[config.mk]
export PLATFORM = sky130hd
export DESIGN_NAME = burst_col_gen
export DESIGN_NICKNAME = d
export VERILOG_FILES = /design/src/rtl/burst_col_gen.sv
export SDC_FILE = /design/constraint.sdc
export NUM_CORES = 1
export LEC_CHECK = 0
export ABC_AREA = 0
export BUFFER_PORTS_ARGS = -buffer_cell sky130_fd_sc_hd__buf_2
export CORE_MARGIN = 1
export CORE_UTILIZATION = 45
export CTS_BUF_LIST = sky130_fd_sc_hd__clkbuf_8
export DETAILED_ROUTE_END_ITERATION = 10
export PLACE_DENSITY = 0.8
export SYNTH_ARGS = -nofsm -noshare
export SYNTH_HDL_FRONTEND = slang
export SYNTH_SLANG_ARGS = --single-unit
[constraint.sdc]
create_clock -name clk -period 1.95 [get_ports clk]
set_input_delay 0.39 -clock clk [delete_from_list [all_inputs] [get_ports clk]]
set_output_delay 0.39 -clock clk [all_outputs]
set_load 0.1 [all_outputs]
[src/rtl/burst_col_gen.sv]
module burst_col_gen #(
  parameter int COL_W = 9
) (
  input  logic             clk,
  input  logic             rst_n,
  input  logic             start,
  input  logic [COL_W-1:0] start_col,
  input  logic [2:0]       len_code,
  input  logic             ileave,
  input  logic             term,
  output logic [COL_W-1:0] beat_col,
  output logic             beat_vld,
  output logic             beat_last,
  output logic             burst_done
);

  logic             act_q, il_q, full_q, done_q;
  logic [COL_W-1:0] base_q, cnt_q, mask_q;
  logic [COL_W-1:0] mask_in, low_seq, low_il;
  logic             full_in;

  assign full_in = len_code[2] & ~ileave;

  always_comb begin
    if (full_in)          mask_in = '1;
    else if (len_code[2]) mask_in = COL_W'(7);
    else                  mask_in = (COL_W'(1) << len_code[1:0]) - COL_W'(1);
  end

  assign low_seq    = base_q + cnt_q;
  assign low_il     = base_q ^ cnt_q;
  assign beat_col   = (base_q & ~mask_q) | ((il_q ? low_il : low_seq) & mask_q);
  assign beat_vld   = act_q;
  assign beat_last  = act_q & ~full_q & (cnt_q == mask_q);
  assign burst_done = done_q;

  always_ff @(posedge clk) begin
    if (!rst_n) begin
      act_q  <= 1'b0;
      il_q   <= 1'b0;
      full_q <= 1'b0;
      done_q <= 1'b0;
      base_q <= '0;
      cnt_q  <= '0;
      mask_q <= '0;
    end else begin
      done_q <= act_q & ~start & (term | beat_last);
      if (start) begin
        act_q  <= 1'b1;
        base_q <= start_col;
        cnt_q  <= '0;
        mask_q <= mask_in;
        il_q   <= ileave;
        full_q <= full_in;
      end else if (act_q) begin
        if (term || beat_last) act_q <= 1'b0;
        else                   cnt_q <= cnt_q + COL_W'(1);
      end
    end
  end

endmodule


# --- Yosys cells after proc, flatten, opt, wreduce, memory -nomap -nowiden ---
# Index checks and enable logic that the tools add are counted.
classes:
  n_reduce_logical: 3
  mul: 0
  n_eq_ne: 1
  order_cmp: 0
  bitwise: 16
  muxes: 6
  n_div: 0
  n_shift: 1
  add_sub_neg: 3
op_table:
  columns: ["operator", "count"]
  rows:
  - ["9-bit 2-to-1 mux", 3]
  - ["9-bit bitwise AND", 2]
  - ["9-bit by 1-bit adder with 9-bit output (second input constant)", 1]
  - ["9-bit adder", 1]
  - ["9-bit == test", 1]
  - ["9-bit NOT", 1]
  - ["9-bit OR", 1]
  - ["1-bit by 2-bit << shifter with 9-bit output (first input constant)", 1]
  - ["9-bit by 2-bit subtractor with 9-bit output (second input constant)", 1]
  - ["9-bit bitwise XOR", 1]
  - ["1-bit bitwise AND", 5]
  - ["1-bit NOT", 5]
  - ["1-bit 2-to-1 mux", 3]
  - ["2-bit AND reduction", 1]
  - ["2-bit OR reduction", 1]
  - ["1-bit logical OR", 1]
  - ["1-bit OR", 1]
totals:
  in_bits: 17
  output_inout_bits: 12
  ramBits: 0
  reg_bits: 31
  mem_count: 0
  mem_bits_ro: 0
  latch_bits: 0

# --- Depth between registers and ports, before layout ---
# Gate-level depths: netlist of the first run.
depth:
  word_depth: 7
  ltp_mapped: 8
  mapped_depth_nobuf: 8

# --- Worst setup path before layout of the first run ---
# No wires, ideal clock.
synth_timing:
  kind: "register to output"
  startpoint: "register act_q (netlist: beat_vld)"
  endpoint: "output port beat_last"
  path_buffers: 0
  path_slack_ns: -2.072
  t_required_ns: 1.560
  arrival_ns: 3.632
  path_stages_with_launch: 4
  path_cell_list: "dfxtp_1 > and2b_2 > nand4_1 > nor3_1"
synth_via:
  elab_chain_cells: 2
synth_rtl:
  columns: ["item", "line", "rtl"]
  rows:
  - ["start, declared", "17", "logic act_q, il_q, full_q, done_q;"]
  - ["start signal, assigned", "39", "act_q <= 1'b0;"]
  - ["start signal, assigned", "49", "act_q <= 1'b1;"]
  - ["start signal, assigned", "56", "if (term || beat_last) act_q <= 1'b0;"]
  - ["1-bit bitwise AND (2 in a row)", "34", "assign beat_last = act_q & ~full_q & (cnt_q == mask_q);"]
  - ["end, declared", "13", "output logic beat_last,"]
# No other way between the ends.

# --- Final worst setup path of the first run ---
layout_timing:
  startpoint: "register cnt_q[0]"
  endpoint: "output port beat_col[8]"
layout_via:
  elab_chain_cells: 4
layout_rtl:
  columns: ["item", "line", "rtl"]
  rows:
  - ["start, declared", "18", "logic [COL_W-1:0] base_q, cnt_q, mask_q;"]
  - ["start signal, assigned", "57", "else cnt_q <= cnt_q + COL_W'(1);"]
  - ["9-bit adder", "30", "assign low_seq = base_q + cnt_q;"]
  - ["9-bit 2-to-1 mux", "32", "assign beat_col = (base_q & ~mask_q) | ((il_q ? low_il : low_seq) & mask_q);"]
  - ["9-bit bitwise AND", "32", null]
  - ["9-bit OR", "32", null]
  - ["end, declared", "11", "output logic [COL_W-1:0] beat_col,"]
# No other way between the ends.

==> impl_metrics.env, run 1 <==
export IMPL_fmax_ghz=0.3804
export IMPL_power_switching_uw=573.0
export IMPL_avgViaCountPerCell=5.500
export IMPL_yosysWarnings=0
export IMPL_cap_violations=0
export IMPL_grt_pass1_vias=1813
export IMPL_synth_top_area_cell="dfxtp_1"
export IMPL_min_period_ns=2.629
export IMPL_synthFlopType="dfxtp_1"
export IMPL_status="finished, violations left"
export IMPL_grt_max_degree=22
export IMPL_post_drt_wl_per_cell_um=16.05
export IMPL_synth_area_leaders="dfxtp_1 33%, ha_1 7.0%, a21oi_1 6.2%"
export IMPL_syn_area_um2=1785
export IMPL_dp_cells=311
export IMPL_tightest_slew_ns=0.4842
export IMPL_diodes=0
export IMPL_drive_gt1_share_pct=52.13
export IMPL_skew_ns=0.004415
export IMPL_hold_ws_ns=0.3556
export IMPL_fin_ws_ns=-0.6787
export IMPL_cts_tree="yes"
export IMPL_p_leak_uw=0.001199
export IMPL_ys_seq_area_share_pct=32.52
export IMPL_end_kind="primary output"
export IMPL_synth_avg_cell_area_um2=8.543
export IMPL_rsz0062_at_grt="yes"
export IMPL_setup_violations_final=15
export IMPL_fin_cells=330
export IMPL_arrival_ns=2.24
export IMPL_cts_hold_buf=0
export IMPL_yosys_area_top_type_share_pct=32.52
export IMPL_relSlewSlack_pct=67.94
export IMPL_synth_most_common_cell="dfxtp_1"
export IMPL_area_growth_pct=63.56
export IMPL_required_ns=1.56
export IMPL_p_int_uw=1100
export IMPL_p_per_area_nw_per_um2=572.8
export IMPL_grt_usage_pct=25.43
export IMPL_rrSetupSlack_ns=-0.02
export IMPL_dp_hpwl_mm=3.423
export IMPL_cp_max_fo=3
export IMPL_routed_wl_mm=5.296
export IMPL_htreeDepth=2
export IMPL_dr_first_iter_drc_count=77
export IMPL_cts_sinks=29
export IMPL_rows=22
export IMPL_synth_cells=209
export IMPL_die_w_um=64.99
export IMPL_place_gp_congestion=0.8132
export IMPL_die_area_um2=4224
export IMPL_crit_type="register to primary output"
export IMPL_vias=1815
export IMPL_synth_edf_count=0
export IMPL_antenna_found_initial=0
export IMPL_drtPass1Iterations=4
export IMPL_nets=309
export IMPL_grt_overflow=0
export IMPL_hold_viol_final=0
export IMPL_cts_made_buffers=5
export IMPL_p_seq_share_pct=38.3
export IMPL_drcViolationCount=0
export IMPL_clock_tree_buffer_depth=2
export IMPL_violations="setup timing"
export IMPL_pwr_share_clk_pct=32.3
export IMPL_synth_commonest_cells="29 x dfxtp_1, 22 x a21oi_1, 16 x nand2_1, 14 x o21ai_0, 13 x nor2b_1"
export IMPL_port_buffers=28
export IMPL_start_kind="register"
export IMPL_ys_seq_elements=29
export IMPL_initial_core_util_pct=47.69
export IMPL_syn_num_nets=237
export IMPL_ys_types=44
export IMPL_clkSlewWorstSetupHoldPaths_ns=0.07
export IMPL_swShare_pct=34.26
export IMPL_ys_async_sr_fraction_pct=0
export IMPL_detail_route_antenna_nets=0
export IMPL_maxSlewViolCount=0
export IMPL_insertion_delay_ns=0.29
export IMPL_p_comb_share_pct=29.4
export IMPL_hold_path_class="primary input to register"
export IMPL_die_h_um=64.99
export IMPL_cts_root_buffer="clkbuf_8"
export IMPL_post_route_period_util_pct=134.8
export IMPL_fp_coreArea_um2=3744
export IMPL_ir_drop_mv=0.3763
export IMPL_num_io_pins=29
export IMPL_grt_pass1_wl_mm=8.031
## path summary, 6_finish.rpt
kind,start,to,depth (start not counted)
min,term,burst_done,2
min reg2reg,full_q,full_q,2
max reg2reg,cnt_q[2],cnt_q[8],8
max,cnt_q[0],beat_col[8],9
## layout by cell type (no fill, tap or decap), types with 6 or more instances in the layout
master / n
buf_12: 9
o21ai_2: 6
dfxtp_4: 7
buf_4: 36
inv_1: 9
a21oi_1: 12
dfxtp_1: 16
clkbuf_8: 6
dfxtp_2: 6
buf_6: 8
buf_2: 19
nand2_1: 15
mux2i_1: 10
o21ai_0: 6
nor2b_1: 12
nor2_1: 11
## routing by layer
metal	share of wire, %	global-route usage, %
met1	42	29.81
met2	52	44.40
met3	4.3	7.042
met4	1.1	7.778
met5	0	0
## flip-flops by register name, indices dropped and copies added, names as in the netlist
name and flops:
base_q 9, cnt_q 9, mask_q 7, beat_vld 1, burst_done 1, full_q 1, il_q 1
## worst max-delay path: stages, from the launching register on
cell and delay [ns]:
dfxtp_4 0.35, ha_4 0.16, inv_2 0.05, fa_2 0.20
nor2b_2 0.05, o31a_1 0.30, o2111ai_1 0.20, nor3b_4 0.29
xnor2_4 0.16, buf_12 0.19
## cells by family (layout without fill, tap and decap cells)
| group | after synthesis | after routing | share of synthesized area (%) |
|---|---|---|---|
| compound gates | 60 | 60 | 22.01 |
| simple gates | 68 | 68 | 20.74 |
| flops | 29 | 29 | 32.52 |
| buf+inv | 17 | 90 | 3.994 |
| xor+xnor | 13 | 13 | 6.377 |
| mux | 11 | 11 | 6.237 |
| fa+ha+maj | 11 | 11 | 8.129 |
## layout make-up
class	instances	area (µm²)
tap	48	60.06
sequential	29	614.3
multi-input combinational	163	1476
inverter	10	37.54
clock buffer	6	82.58
clock inverter	2	13.76
fill	256	823.3
timing repair buffer	72	635.6
## power groups by stage
stage	clock network, µW	logic [µW]	registers, µW
floorplan	0	281	664
global placement	0	447	651
detailed placement	0	455	653
CTS	542	477	641
global route	573	517	643
finish	540	492	641
## through the flow
stage | power (µW) | setup TNS [ns] | worst slack, ns | area [µm²] | util (%)
after global routing | 1734 | -5.101 | -0.7212 | 2920 | 78.01
after global placement | 1098 | -1.411 | -0.3682 | 2566 | 68.55
after floorplan | 944.8 | -2.415 | -0.5639 | 2017 | -
after CTS | 1659 | -3.944 | -0.6631 | 2785 | 74.40
final | 1673 | -4.337 | -0.6787 | 2920 | 78.01
after detailed placement | 1108 | -1.572 | -0.3961 | 2566 | 68.55
## timing repair
action	CTS	global route
cloned	1	0
pin swaps	16	21
setup endpoints to repair	11	19
setup buffers	7	4
gates resized for setup	19	30
Power figures use the tool's default switching activity.
==> run 2, diff against run 1 <==
--- a/config.mk
+++ b/config.mk
@@ -11,7 +11,7 @@
 export CORE_UTILIZATION = 45
 export CTS_BUF_LIST = sky130_fd_sc_hd__clkbuf_8
 export DETAILED_ROUTE_END_ITERATION = 10
-export PLACE_DENSITY = 0.8
+export PLACE_DENSITY = 0.78
 export SYNTH_ARGS = -nofsm -noshare
 export SYNTH_HDL_FRONTEND = slang
 export SYNTH_SLANG_ARGS = --single-unit
==> constraint.sdc (replaced) <==
create_clock -name clk -period 2.8 [get_ports clk]
set_input_delay 0.56 -clock clk [delete_from_list [all_inputs] [get_ports clk]]
set_output_delay 0.56 -clock clk [all_outputs]
set_load 0.1 [all_outputs]
==> run 2 against run 1 <==
  * The run still ends with setup timing left
  * Largest power group is now clock
  * Cell count down 11%
  * Flip-flop and latch count unchanged
  * Non-clock buffer count down 36
  * Global-route usage is 2.6 points lower
  * Via count is 8.2% lower
  * Critical endpoint unchanged
  * Sequential power is 30% lower
==> impl_metrics.env, run 2 (synthesis gave the netlist of run 1 again) <==
export IMPL_status="finished, violations left"
export IMPL_violations="setup timing"
export IMPL_p_per_area_nw_per_um2=488.8
export IMPL_p_leak_uw=0.0009636
export IMPL_dr_first_iter_drc_count=74
export IMPL_maxSlewViolCount=0
export IMPL_rows=22
export IMPL_die_h_um=64.99
export IMPL_p_int_uw=808.6
export IMPL_clock_tree_buffer_depth=2
export IMPL_die_w_um=64.99
export IMPL_fp_coreArea_um2=3744
export IMPL_fmax_ghz=0.3469
export IMPL_swShare_pct=31.50
export IMPL_crit_type="register to primary output"
export IMPL_tightest_slew_ns=0.5903
export IMPL_hold_path_class="register to register"
export IMPL_min_period_ns=2.883
export IMPL_arrival_ns=2.32
export IMPL_nets=273
export IMPL_insertion_delay_ns=0.29
export IMPL_dp_hpwl_mm=3.004
export IMPL_hold_viol_final=0
export IMPL_vias=1667
export IMPL_routed_wl_mm=4.447
export IMPL_start_kind="register"
export IMPL_cts_made_buffers=5
export IMPL_required_ns=2.24
export IMPL_dp_cells=284
export IMPL_cts_root_buffer="clkbuf_8"
export IMPL_antenna_found_initial=0
export IMPL_worstPathCellList="ha_4 -> inv_2 -> fa_2 -> nor2b_4 -> o31a_1 -> o2111ai_2 -> nor3b_4 -> xnor2_4 -> buf_12"
export IMPL_cts_sinks=29
export IMPL_grt_pass1_wl_mm=7.272
export IMPL_cts_tree="yes"
export IMPL_fin_cells=294
export IMPL_layout_cells_most_common="buf_2"
export IMPL_die_area_um2=4224
export IMPL_cpPeakStageDelay_ns=0.38
export IMPL_p_seq_share_pct=38.2
export IMPL_crit_buf_inv=2
export IMPL_fin_ws_ns=-0.08291
export IMPL_tns_ns=-0.1253
export IMPL_htreeDepth=2
export IMPL_num_io_pins=29
export IMPL_slowest_stage="fa_2"
export IMPL_setup_violations_final=2
export IMPL_nFillCells=317
export IMPL_fin_area_um2=2415
export IMPL_relSlewSlack_pct=60.55
export IMPL_largestRegisters="base_q x9, cnt_q x9, mask_q x7"
export IMPL_post_route_period_util_pct=103.0
export IMPL_clkSlewWorstSetupHoldPaths_ns=0.07
export IMPL_post_drt_wl_per_cell_um=15.13
export IMPL_final_cell_mix="23 x buf_2, 21 x dfxtp_1, 16 x a21oi_1, 16 x nand2_1"
export IMPL_place_gp_congestion=0.8297
export IMPL_grt_usage_pct=22.86
export IMPL_placed_area_um2=2148
export IMPL_area_growth_pct=35.25
export IMPL_grt_pass1_vias=1653
export IMPL_end_kind="primary output"
export IMPL_grt_overflow=0
export IMPL_rsz0062_at_grt="yes"
export IMPL_ir_drop_mv=0.4195
export IMPL_cp_max_fo=3
export IMPL_post_place_ws_ns=0.02798
export IMPL_p_comb_share_pct=22.8
export IMPL_cap_violations=0
export IMPL_drive_gt1_share_pct=35.37
export IMPL_detail_route_antenna_nets=0
export IMPL_power_switching_uw=371.8
export IMPL_initial_core_util_pct=47.69
export IMPL_skew_ns=0.003910
export IMPL_diodes=0
export IMPL_final_util_pct=64.51
export IMPL_drcViolationCount=0
export IMPL_avgViaCountPerCell=5.670
export IMPL_pwr_share_clk_pct=39.1
export IMPL_grt_max_degree=22
export IMPL_crit_family="adder cells"
export IMPL_port_buffers=28
export IMPL_drtPass1Iterations=4
==> run 2: changes by cell type in the layout (fill, tap and decap cells not counted), moves of 4 or more <==
| cell | delta |
|---|---|
| a21oi_1 | +4 |
| buf_12 | -4 |
| buf_2 | +4 |
| buf_4 | -28 |
| buf_6 | -8 |
| dfxtp_1 | +5 |
| dfxtp_4 | -5 |
| o21ai_0 | +6 |
| o21ai_2 | -6 |
==> run 2: worst register-to-register path, cell delays in order, from the launching register on <==
cell	delay (ns)
dfxtp_1	0.34
buf_4	0.16
xor2_1	0.14
a2111o_1	0.50
o311ai_4	0.59
o21ai_0	0.20
a21oi_1	0.14
==> run 2: metal layers <==
metal	track usage (%)	part of all wire [%]
met1	26.39	43
met2	38.54	50
met3	6.866	4.2
met4	10.00	2.2
met5	0	0
==> run 2: cell type report <==
| class | count | area, µm² | share of cell area, % |
|---|---|---|---|
| Clock inverter | 2 | 37.54 | 1.554 |
| Multi-Input combinational cell | 163 | 1326 | 54.92 |
| Tap cell | 48 | 60.06 | 2.487 |
| Sequential cell | 29 | 595.6 | 24.66 |
| Timing Repair Buffer | 36 | 275.3 | 11.40 |
| Inverter | 10 | 37.54 | 1.554 |
| Clock buffer | 6 | 82.58 | 3.420 |
==> run 2: repair_timing <==
item	in CTS	in global routing
pin swaps	7	11
setup endpoints to repair	4	5
hold buffers	0	0
setup buffers	1	1
hold endpoints to repair	0	0
resized for setup	14	14
==> run 2: per-stage QoR <==
stage / hold slack (ns) / total power [µW]
floorplan: 0.4482 / 649.1
global placement: 0.4631 / 714.6
detailed placement: 0.4634 / 719.1
CTS: 0.4742 / 1187
global route: 0.5172 / 1231
finish: 0.4707 / 1180
==> run 2: path summary, 6_finish.rpt <==
| kind | startpoint | to | slack [ns] | depth (start not counted) |
|---|---|---|---|---|
| min reg2reg | full_q | full_q | 0.47 | 2 |
| max | base_q[0] | beat_col[8] | -0.08 | 9 |
| max reg2reg | cnt_q[2] | cnt_q[3] | 0.65 | 6 |
| min | full_q | full_q | 0.47 | 2 |
==> run 2: power groups by stage <==
stage | clock network, µW | logic [µW] | registers (µW)
floorplan | 0 | 187 | 462
global placement | 0 | 257 | 458
detailed placement | 0 | 261 | 458
CTS | 472 | 265 | 450
global route | 494 | 285 | 453
finish | 461 | 269 | 450
